[config.mk]
export PLATFORM = sky130hd
export DESIGN_NAME = tod_clock
export DESIGN_NICKNAME = d
export VERILOG_FILES = /design/src/rtl/tod_pkg.sv /design/src/rtl/tod_control.sv /design/src/rtl/tod_datapath.sv /design/src/rtl/tod_clock.sv
export SDC_FILE = /design/constraint.sdc
export NUM_CORES = 1
export LEC_CHECK = 0
export ABC_AREA = 1
export BUFFER_PORTS_ARGS = -buffer_cell sky130_fd_sc_hd__buf_2
export CORE_ASPECT_RATIO = 1.2
export CORE_MARGIN = 4
export CORE_UTILIZATION = 45
export CTS_CLUSTER_DIAMETER = 120
export DETAILED_ROUTE_END_ITERATION = 8
export PLACE_DENSITY = 0.71
export RECOVER_POWER = 25
export SLEW_MARGIN = 20
export SYNTH_ARGS = -nofsm -noshare
export SYNTH_HDL_FRONTEND = slang
export SYNTH_HIERARCHICAL = 1
export SYNTH_SLANG_ARGS = --single-unit
[constraint.sdc]
create_clock -name clk -period 4.25 [get_ports clk]
set_input_delay 0.2125 -clock clk [delete_from_list [all_inputs] [get_ports clk]]
set_output_delay 0.2125 -clock clk [all_outputs]
set_load 0.03 [all_outputs]
[src/rtl/tod_pkg.sv]
package tod_pkg;

  typedef struct packed {
    logic secTick;
    logic setMinOnes;
    logic setMinTens;
    logic setHour;
  } todStrobes_t;

  function automatic logic [6:0] segPattern(input logic [3:0] digit);
    case (digit)
      4'd0:    segPattern = 7'h40;
      4'd1:    segPattern = 7'h79;
      4'd2:    segPattern = 7'h24;
      4'd3:    segPattern = 7'h30;
      4'd4:    segPattern = 7'h19;
      4'd5:    segPattern = 7'h12;
      4'd6:    segPattern = 7'h02;
      4'd7:    segPattern = 7'h78;
      4'd8:    segPattern = 7'h00;
      4'd9:    segPattern = 7'h10;
      default: segPattern = 7'h7F;
    endcase
  endfunction

endpackage

[src/rtl/tod_control.sv]
module tod_control
  import tod_pkg::*;
#(
  parameter int SEC_HALF_COUNT = 50_000_000,
  parameter int SCAN_COUNT     = 100_000,
  parameter int NUM_BTN        = 3
) (
  input  logic               clk,
  input  logic               rst,
  input  logic [NUM_BTN-1:0] btnRaw,
  output todStrobes_t        strobes,
  output logic [1:0]         digitSel,
  output logic               secLed
);

  localparam int SEC_W = (SEC_HALF_COUNT > 1) ? $clog2(SEC_HALF_COUNT) : 1;
  localparam int SCAN_W = (SCAN_COUNT > 1) ? $clog2(SCAN_COUNT) : 1;
  localparam logic [SEC_W-1:0] SEC_LAST = SEC_W'(SEC_HALF_COUNT - 1);
  localparam logic [SCAN_W-1:0] SCAN_LAST = SCAN_W'(SCAN_COUNT - 1);

  logic [SEC_W-1:0]  secCnt;
  logic [SCAN_W-1:0] scanCnt;
  logic              secWrap;
  logic              scanWrap;
  logic [NUM_BTN-1:0] pressEdge;

  assign secWrap  = (secCnt == SEC_LAST);
  assign scanWrap = (scanCnt == SCAN_LAST);

  // Half-second divider with toggled LED output
  always_ff @(posedge clk) begin
    if (rst) begin
      secCnt <= '0;
      secLed <= 1'b0;
    end else if (secWrap) begin
      secCnt <= '0;
      secLed <= ~secLed;
    end else begin
      secCnt <= secCnt + 1'b1;
    end
  end

  // Independent scan divider and digit index
  always_ff @(posedge clk) begin
    if (rst) begin
      scanCnt  <= '0;
      digitSel <= 2'd0;
    end else if (scanWrap) begin
      scanCnt  <= '0;
      digitSel <= digitSel + 2'd1;
    end else begin
      scanCnt <= scanCnt + 1'b1;
    end
  end

  // Per-button synchronizer and rising-edge detector
  for (genvar i = 0; i < NUM_BTN; i++) begin : g_btn
    logic syncA;
    logic syncB;
    logic lastB;
    always_ff @(posedge clk) begin
      if (rst) begin
        syncA <= 1'b0;
        syncB <= 1'b0;
        lastB <= 1'b0;
      end else begin
        syncA <= btnRaw[i];
        syncB <= syncA;
        lastB <= syncB;
      end
    end
    assign pressEdge[i] = syncB & ~lastB;
  end

  assign strobes.secTick    = secWrap & secLed;
  assign strobes.setMinOnes = pressEdge[0];
  assign strobes.setMinTens = pressEdge[1];
  assign strobes.setHour    = pressEdge[2];

  p_led_steady_r2: assert property (@(posedge clk) disable iff (rst)
    (secCnt != SEC_LAST) |=> $stable(secLed));

  p_led_toggle_r2: assert property (@(posedge clk) disable iff (rst)
    secWrap |=> (secLed != $past(secLed)));

  p_single_strobe_r10: assert property (@(posedge clk) disable iff (rst)
    strobes.setMinOnes |=> !strobes.setMinOnes);

  p_scan_hold_r11: assert property (@(posedge clk) disable iff (rst)
    !scanWrap |=> $stable(digitSel));

endmodule

[src/rtl/tod_datapath.sv]
module tod_datapath
  import tod_pkg::*;
(
  input  logic        clk,
  input  logic        rst,
  input  todStrobes_t strobes,
  input  logic [1:0]  digitSel,
  output logic [3:0]  anodeN,
  output logic [6:0]  segN
);

  logic [5:0] secCount;
  logic [3:0] minOnes;
  logic [3:0] minTens;
  logic [3:0] hourOnes;
  logic [3:0] hourTens;

  logic secCarry;
  logic minOnesInc;
  logic minOnesCarry;
  logic minTensInc;
  logic minTensCarry;
  logic hourInc;
  logic hourAtTop;
  logic [3:0] shownDigit;

  assign secCarry     = strobes.secTick && (secCount == 6'd59);
  assign minOnesInc   = secCarry || strobes.setMinOnes;
  assign minOnesCarry = secCarry && (minOnes == 4'd9);
  assign minTensInc   = minOnesCarry || strobes.setMinTens;
  assign minTensCarry = minOnesCarry && (minTens == 4'd5);
  assign hourInc      = minTensCarry || strobes.setHour;
  assign hourAtTop    = (hourTens == 4'd2) && (hourOnes == 4'd3);

  always_ff @(posedge clk) begin
    if (rst) begin
      secCount <= 6'd0;
    end else if (strobes.secTick) begin
      secCount <= (secCount == 6'd59) ? 6'd0 : secCount + 6'd1;
    end
  end

  always_ff @(posedge clk) begin
    if (rst) begin
      minOnes <= 4'd0;
    end else if (minOnesInc) begin
      minOnes <= (minOnes == 4'd9) ? 4'd0 : minOnes + 4'd1;
    end
  end

  always_ff @(posedge clk) begin
    if (rst) begin
      minTens <= 4'd0;
    end else if (minTensInc) begin
      minTens <= (minTens == 4'd5) ? 4'd0 : minTens + 4'd1;
    end
  end

  always_ff @(posedge clk) begin
    if (rst) begin
      hourOnes <= 4'd0;
      hourTens <= 4'd0;
    end else if (hourInc) begin
      if (hourAtTop) begin
        hourOnes <= 4'd0;
        hourTens <= 4'd0;
      end else if (hourOnes == 4'd9) begin
        hourOnes <= 4'd0;
        hourTens <= hourTens + 4'd1;
      end else begin
        hourOnes <= hourOnes + 4'd1;
      end
    end
  end

  always_comb begin
    case (digitSel)
      2'd0:    shownDigit = minOnes;
      2'd1:    shownDigit = minTens;
      2'd2:    shownDigit = hourOnes;
      default: shownDigit = hourTens;
    endcase
  end

  assign anodeN = ~(4'b0001 << digitSel);
  assign segN   = segPattern(shownDigit);

  p_min_ones_range_r7: assert property (@(posedge clk) disable iff (rst)
    minOnes <= 4'd9);

  p_min_tens_range_r8: assert property (@(posedge clk) disable iff (rst)
    minTens <= 4'd5);

  p_hour_range_r9: assert property (@(posedge clk) disable iff (rst)
    (hourTens <= 4'd2) && ((hourTens != 4'd2) || (hourOnes <= 4'd3)));

  p_set_no_carry_r8: assert property (@(posedge clk) disable iff (rst)
    (strobes.setMinTens && !minOnesCarry && !strobes.setHour) |=> $stable(hourOnes) && $stable(hourTens));

  p_ones_wrap_r7: assert property (@(posedge clk) disable iff (rst)
    (strobes.setMinOnes && !secCarry && !strobes.setMinTens && minOnes == 4'd9)
      |=> (minOnes == 4'd0) && $stable(minTens));

  p_day_wrap_r6: assert property (@(posedge clk) disable iff (rst)
    (hourInc && hourAtTop) |=> (hourTens == 4'd0) && (hourOnes == 4'd0));

  p_one_anode_r11: assert property (@(posedge clk) disable iff (rst)
    $countones(~anodeN) == 1);

endmodule

[src/rtl/tod_clock.sv]
module tod_clock
  import tod_pkg::*;
#(
  parameter int SEC_HALF_COUNT = 50_000_000,
  parameter int SCAN_COUNT     = 100_000
) (
  input  logic       clk,
  input  logic       rst,
  input  logic       btnMinOnes,
  input  logic       btnMinTens,
  input  logic       btnHour,
  output logic [3:0] anodeN,
  output logic [6:0] segN,
  output logic       secLed
);

  todStrobes_t strobes;
  logic [1:0]  digitSel;

  tod_control #(
    .SEC_HALF_COUNT(SEC_HALF_COUNT),
    .SCAN_COUNT    (SCAN_COUNT),
    .NUM_BTN       (3)
  ) u_control (
    .clk     (clk),
    .rst     (rst),
    .btnRaw  ({btnHour, btnMinTens, btnMinOnes}),
    .strobes (strobes),
    .digitSel(digitSel),
    .secLed  (secLed)
  );

  tod_datapath u_datapath (
    .clk     (clk),
    .rst     (rst),
    .strobes (strobes),
    .digitSel(digitSel),
    .anodeN  (anodeN),
    .segN    (segN)
  );

endmodule

---- Word level (Yosys, flattened, before mapping) ----
Memory sizes are Yosys's and may differ from the RTL's.
Cells that the tools add are included.
word-level totals
  logic and storage cells ................. 67
  bits in registers ....................... 77
  input port bits ......................... 5
  ROM bits ................................ 112
  memories kept ........................... 1
  output and inout bits ................... 12
memory list
  name              words  bits a word  rd ports  clocked after memory_dff  write ports  line           RTL
  (name not given)  16     7            1         0                         0            tod_pkg.sv:11  case (digit)
cells by class
  eq/ne operators ......................... 10
  add/subtract/negate cells ............... 8
  bitwise logic cells ..................... 9
  multiplexer cells ....................... 8
  reductions and logical operators ........ 12
  shift operators ......................... 1
operators with widths
  cell                                              count
  adder 26 x 1 -> 26 bit (second input constant)    1
  == test 26 bit (second input constant)            1
  2-to-1 mux 4 bit                                  6
  adder 17 x 1 -> 17 bit (second input constant)    1
  == test 17 bit (second input constant)            1
  adder 4 x 1 -> 4 bit (second input constant)      4
  one-hot mux 4 bit (3 select lines)                1
  == test 4 x 2 -> 1 bit (second input constant)    2
  == test 4 bit (second input constant)             2
  adder 6 x 1 -> 6 bit (second input constant)      1
  == test 6 bit (second input constant)             1
  2-to-1 mux 6 bit                                  1
  AND 1 bit                                         4
  == test 4 x 3 -> 1 bit (second input constant)    1
  logical AND 1 bit                                 4
  NOT 1 bit                                         4
  NOT 4 bit                                         1
  OR reduction 2 bit                                2
  << shifter 1 x 2 -> 4 bit (first input constant)  1
  logical OR 1 bit                                  3
  adder 2 x 1 -> 2 bit (second input constant)      1
  == test 2 x 1 -> 1 bit (second input constant)    1
  == test 2 bit (second input constant)             1
  logical NOT 2 bit                                 1
  2 further kinds                                   2

---- Logic depth before layout (Yosys ltp) ----
  word-level depth ........................ 7
  gate-level depth with buffers ........... 17
  depth with buffers taken out ............ 17

---- Modules after synthesis ----
Netlist, hierarchy kept.
by module, submodules not included
  module        sequential area each (µm²)  cells an instance  instances  area an instance (µm²)
  tod_control   1101.1                      388                1          2701.3
  tod_datapath  440.4                       230                1          1502.7

---- Worst setup path after synthesis ----
OpenSTA, ideal clock, no wires.
  path kind ............................... reg2out
  from .................................... reg u_control.digitSel[0]
  to ...................................... out segN[1]
  data required time ...................... 4.038 ns
  stages on the path, launching flop included .. 9
  path buffers ............................ 1
  path slack .............................. 2.271 ns
  arrival ................................. 1.767 ns
  cell sequence ........................... dfxtp_1 > buf_4 > nand2_2 > inv_1 > nand2_1 > nand4_2 > inv_1 > ha_1 > o21ai_1
on the way
  cells in the longest elaborated chain, start to end .. 3
  elaborated cells between the ends (all ways) .. 5
  those cells by class .................... 2 x eq/ne; 1 x mux; 1 x reduce/logical; 1 x memory
RTL lines
  item                                         line                RTL
  start, declared                              tod_control.sv:12   output logic [1:0] digitSel,
  start signal, assigned                       tod_control.sv:50   digitSel <= digitSel + 2'd1;
  == test 2 bit, or another cell as far along  tod_datapath.sv:77  case (digitSel)
  one-hot mux 4 bit (3 select lines) (*)       tod_datapath.sv:77
  memory read (16 x 7 bit) (*)                 n/a
  end, declared                                tod_clock.sv:13     output logic [6:0] segN,
Mark *: on every way between the ends. The rest lies on a longest branch, timed or not.

---- Worst setup path in the final report ----
  from .................................... reg u_control.digitSel[0]
  to ...................................... out segN[3]
Same word-level chain as after synthesis.

==> summary.md <==
| Metric | Value |
|---|---|
| Status | `complete, no violations` |
| Count of flip-flops with a built-in enable after synthesis | `0` |
| Routed wl met2 | `3.89 mm` |
| Min cycle time layout | `2.44 ns` |
| Power, Total | `between 1 and 1.5 mW` |
| Setup Skew | `around 0.013 ns` |
| Flop and latch count out of synthesis | `77` |
| DR pass1 iterations | `4` |
| Crit-path cells | `inv_2, nand3_1, nand3_1, nor2_4, inv_1, ha_1, nand2_1, nand2_1, nand2_1, nand2_1, buf_2` |
| Layout area overhead | `8.27%` |
| Crit-path max FO | `11` |
| Fmax | `409 MHz` |
| Via count | `3,654` |
| Vias in the first global route | `3,455` |
| Clock power share | `43.6%` |
| Slew HR | `between 50 and 60%` |
| Ranking of synthesized cells by area | `dfxtp_1, nand2_1, nor2_1` |
| Worst hold path type | `input port to flip-flop` |
| MaxCap Viol Count | `0` |
| Unrepaired setup endpoints after global routing | `false` |
| Routed length on met3 | `282 µm` |
| Slowest CP cell | `dfxtp_1` |
| Worst path required time | `roughly 4.0 ns` |
| Mapped Cells | `618` |
| CTS hold repair buffers | `0` |
| DRC errors left | `0` |
| Gr usage total | `~16%` |
| TritonCTS clock tree | `yes` |
| Final hold slack | `between 0.05 and 0.06 ns` |
| Syn Area/Cell | `6.80 µm²` |
| Seq pwr share | `52.3%` |
| Switching share of power | `22.5%` |
| Post-CTS Setup Bufs | `0` |
| Final hold violations | `0` |
| VDD IR max | `0.178 mV` |
| Mapped Area | `0.00420 mm²` |
| Pwr per Cell Area | `311 mW/mm²` |
| Layout cells sized above 1 | `a little over an eighth` |
| Max incr delay on CP | `roughly 0.6 ns` |
| Clk slew on worst S/H paths | `0.08 ns` |
| DRT antenna net count | `0` |
| Final WL | `8.13 mm` |
| Seq/Total Area, Yosys | `36.7%` |
| Total Die Area | `0.0110 mm²` |
| Total grt overflow | `0` |
| Post-DP HPWL | `just over 6 mm` |
| Crit path top cell by count | `nand2_1` |
| Final Max Tran Viols | `0` |
| Distinct cells, synth | `41` |
| Syn nets | `about 630` |
| Top_reg_cell synth | `dfxtp_1` |
| Worst EP arrival | `around 2.2 ns` |
| Sink Count | `77` |
| # diodes | `0` |
| Avg WL per Cell | `10.7 µm` |
| Crit Path Category | `flip-flop to output pin` |
| Die outline height | `114 µm` |
| Fin area | `approximately 0.0046 mm²` |
| Setup TNS | `0 ns` |
| Largest net degree at the start of global routing | `26` |
| Pint | `1.10 mW` |
| Startpoint Class | `flip-flop` |
| Met1 Routed Length | `approximately 3.7 mm` |
| Slew @ Worst Pin | `0.605 ns` |
| Row count | `38` |
| Total CTS buffers | `9` |
| Area share of the largest cell type after synthesis | `36.7%` |
| IO Pins | `17` |
| Worst Setup End Kind | `output pin` |
| Combinational share of power | `slightly above 4%` |
| Async SR Flop Fraction | `0%` |
| RD Place Congestion | `0.876` |
| Core Region | `between 0.009 and 0.01 mm²` |
| Syn. warnings | `6` |
| Layout net count | `653` |
| Post-CTS resize count | `0` |
| Initial antenna violation count | `0` |
| Yosys top cell by area | `dfxtp_1` |
| Port buffer count | `16` |
| Die Wd | `approximately 96 µm` |
| DP Area | `0.00434 mm²` |
| Vias per cell | `4.79` |
| Clock Latency Late Sink | `between 0.3 and 0.4 ns` |
| First-pass GRT wire length | `14.5 mm` |
| Clock root buffer | `clkbuf_8` |
| Lkg Pwr | `1.86 nW` |
| Final Cycle Share | `57.5%` |
| Final setup vio count | `0` |
| Longest Clk Path Bufs | `2` |
| DR top layer | `met4` |
| H-tree Lvls | `3` |
| Initial core utilization | `a little under half` |
| Initial DRC count | `140` |
| P_sw | `319 µW` |
layout make-up:
type | instances | area, µm²
fill | 922 | 4530
sequential | 77 | 1540
timing repair buffer | 16 | 77.6
clock buffer | 11 | 141
inverter | 85 | 319
tap | 120 | 150
multi-input combinational | 449 | 2240
clock inverter | 5 | 83.8
through the flow:
stage                     cells  util (%)  setup slack [ns]
final                       763      50.1              1.81
after global routing        763      50.1              1.60
after CTS                   763      50.3              1.80
after detailed placement    747      47.8              2.19
after global placement      747      47.8              2.30
after floorplan             618         -              2.27
state kept, by name, indices dropped and copies added (netlist names), 4 cells and up:
name                 flops
u_datapath/hourTens      4
u_control/secCnt        26
u_datapath/minOnes       4
u_control/scanCnt       17
u_datapath/secCount      6
u_datapath/minTens       4
u_datapath/hourOnes      4
critical path, delay by kind of cell (launching register included):
kind          cells  cell delay (ns)
simple gates      7             0.61
flops             1             0.60
fa+ha+maj         1             0.30
buf+inv           3             0.38
routing by layer:
layer  global-route usage, %  vias to the layer above
li1                        -                     1943
met1                    19.3                     1642
met2                    27.7                       53
met3                    2.97                       16
met4                    9.30                        0
met5                       0                        -
cell usage after synthesis, types with 2 or more instances:
| library cell | count |
|---|---|
| nand2_1 | 150 |
| nor2_1 | 110 |
| inv_1 | 78 |
| dfxtp_1 | 77 |
| nand3_1 | 43 |
| a21oi_1 | 23 |
| nor2_2 | 20 |
| xor2_1 | 14 |
| o21ai_0 | 11 |
| ha_1 | 10 |
| nand2_2 | 10 |
| nor3_1 | 7 |
| xnor2_1 | 7 |
| inv_2 | 6 |
| nor2_4 | 6 |
| nand2_4 | 4 |
| nand3b_1 | 4 |
| nand4_1 | 4 |
| o21ai_1 | 4 |
| and2_1 | 3 |
| buf_6 | 3 |
| or2_2 | 3 |
| a21oi_2 | 2 |
| nand3_2 | 2 |
power by group through the flow:
stage          registers (mW)  logic (mW)  clock network, mW
6_report                0.741      0.0578              0.619
5_1_grt                 0.743      0.0667              0.672
2_1_floorplan           0.756      0.0519                  0
4_1_cts                 0.741      0.0586              0.641
3_3_place_gp            0.758      0.0567                  0
3_5_place_dp            0.758      0.0585                  0
logic make-up (layout without fill, tap and decap cells):
family                     count (synthesis)  after routing  synth area share [%]
and+or+nand+nor                          372            372                  40.2
buffers and inverters                     92            117                  9.73
DFF                                       77             77                  36.7
AOI/OAI and AO/OA                         46             46                  6.04
xor gates and xnor gates                  21             21                  4.38
adders and majority gates                 10             10                  2.98
cells in the final DEF, fill, tap and decap left out, types with 2 or more instances in the layout:
master	instances
nor2_4	5
inv_1	78
nand2_1	151
xnor2_1	7
or2_2	3
a21oi_1	23
dfxtp_1	77
bufinv_16	2
nor2_2	20
nor3_1	7
o21ai_1	4
nand2_4	4
xor2_1	14
and2_1	3
clkinvlp_4	2
a21oi_2	2
nand3b_1	4
nand4_1	4
o21ai_0	11
clkbuf_8	10
clkbuf_1	3
inv_2	6
nand3_1	44
ha_1	10
buf_2	14
nor2_1	111
nand2_2	9
path summary, 6_finish.rpt:
check | end | cells past startpoint | startpoint | slack (ns)
min reg2reg | u_control/g_btn[2].syncB | 2 | u_control/g_btn[2].syncA | 0.41
max reg2reg | u_datapath/minOnes[1] | 12 | u_control/secCnt[0] | 2.18
min | u_control/g_btn[1].syncA | 3 | btnMinTens | 0.06
max | segN[3] | 11 | u_control/digitSel[0] | 1.81
Power figures use the tool's default switching activity.
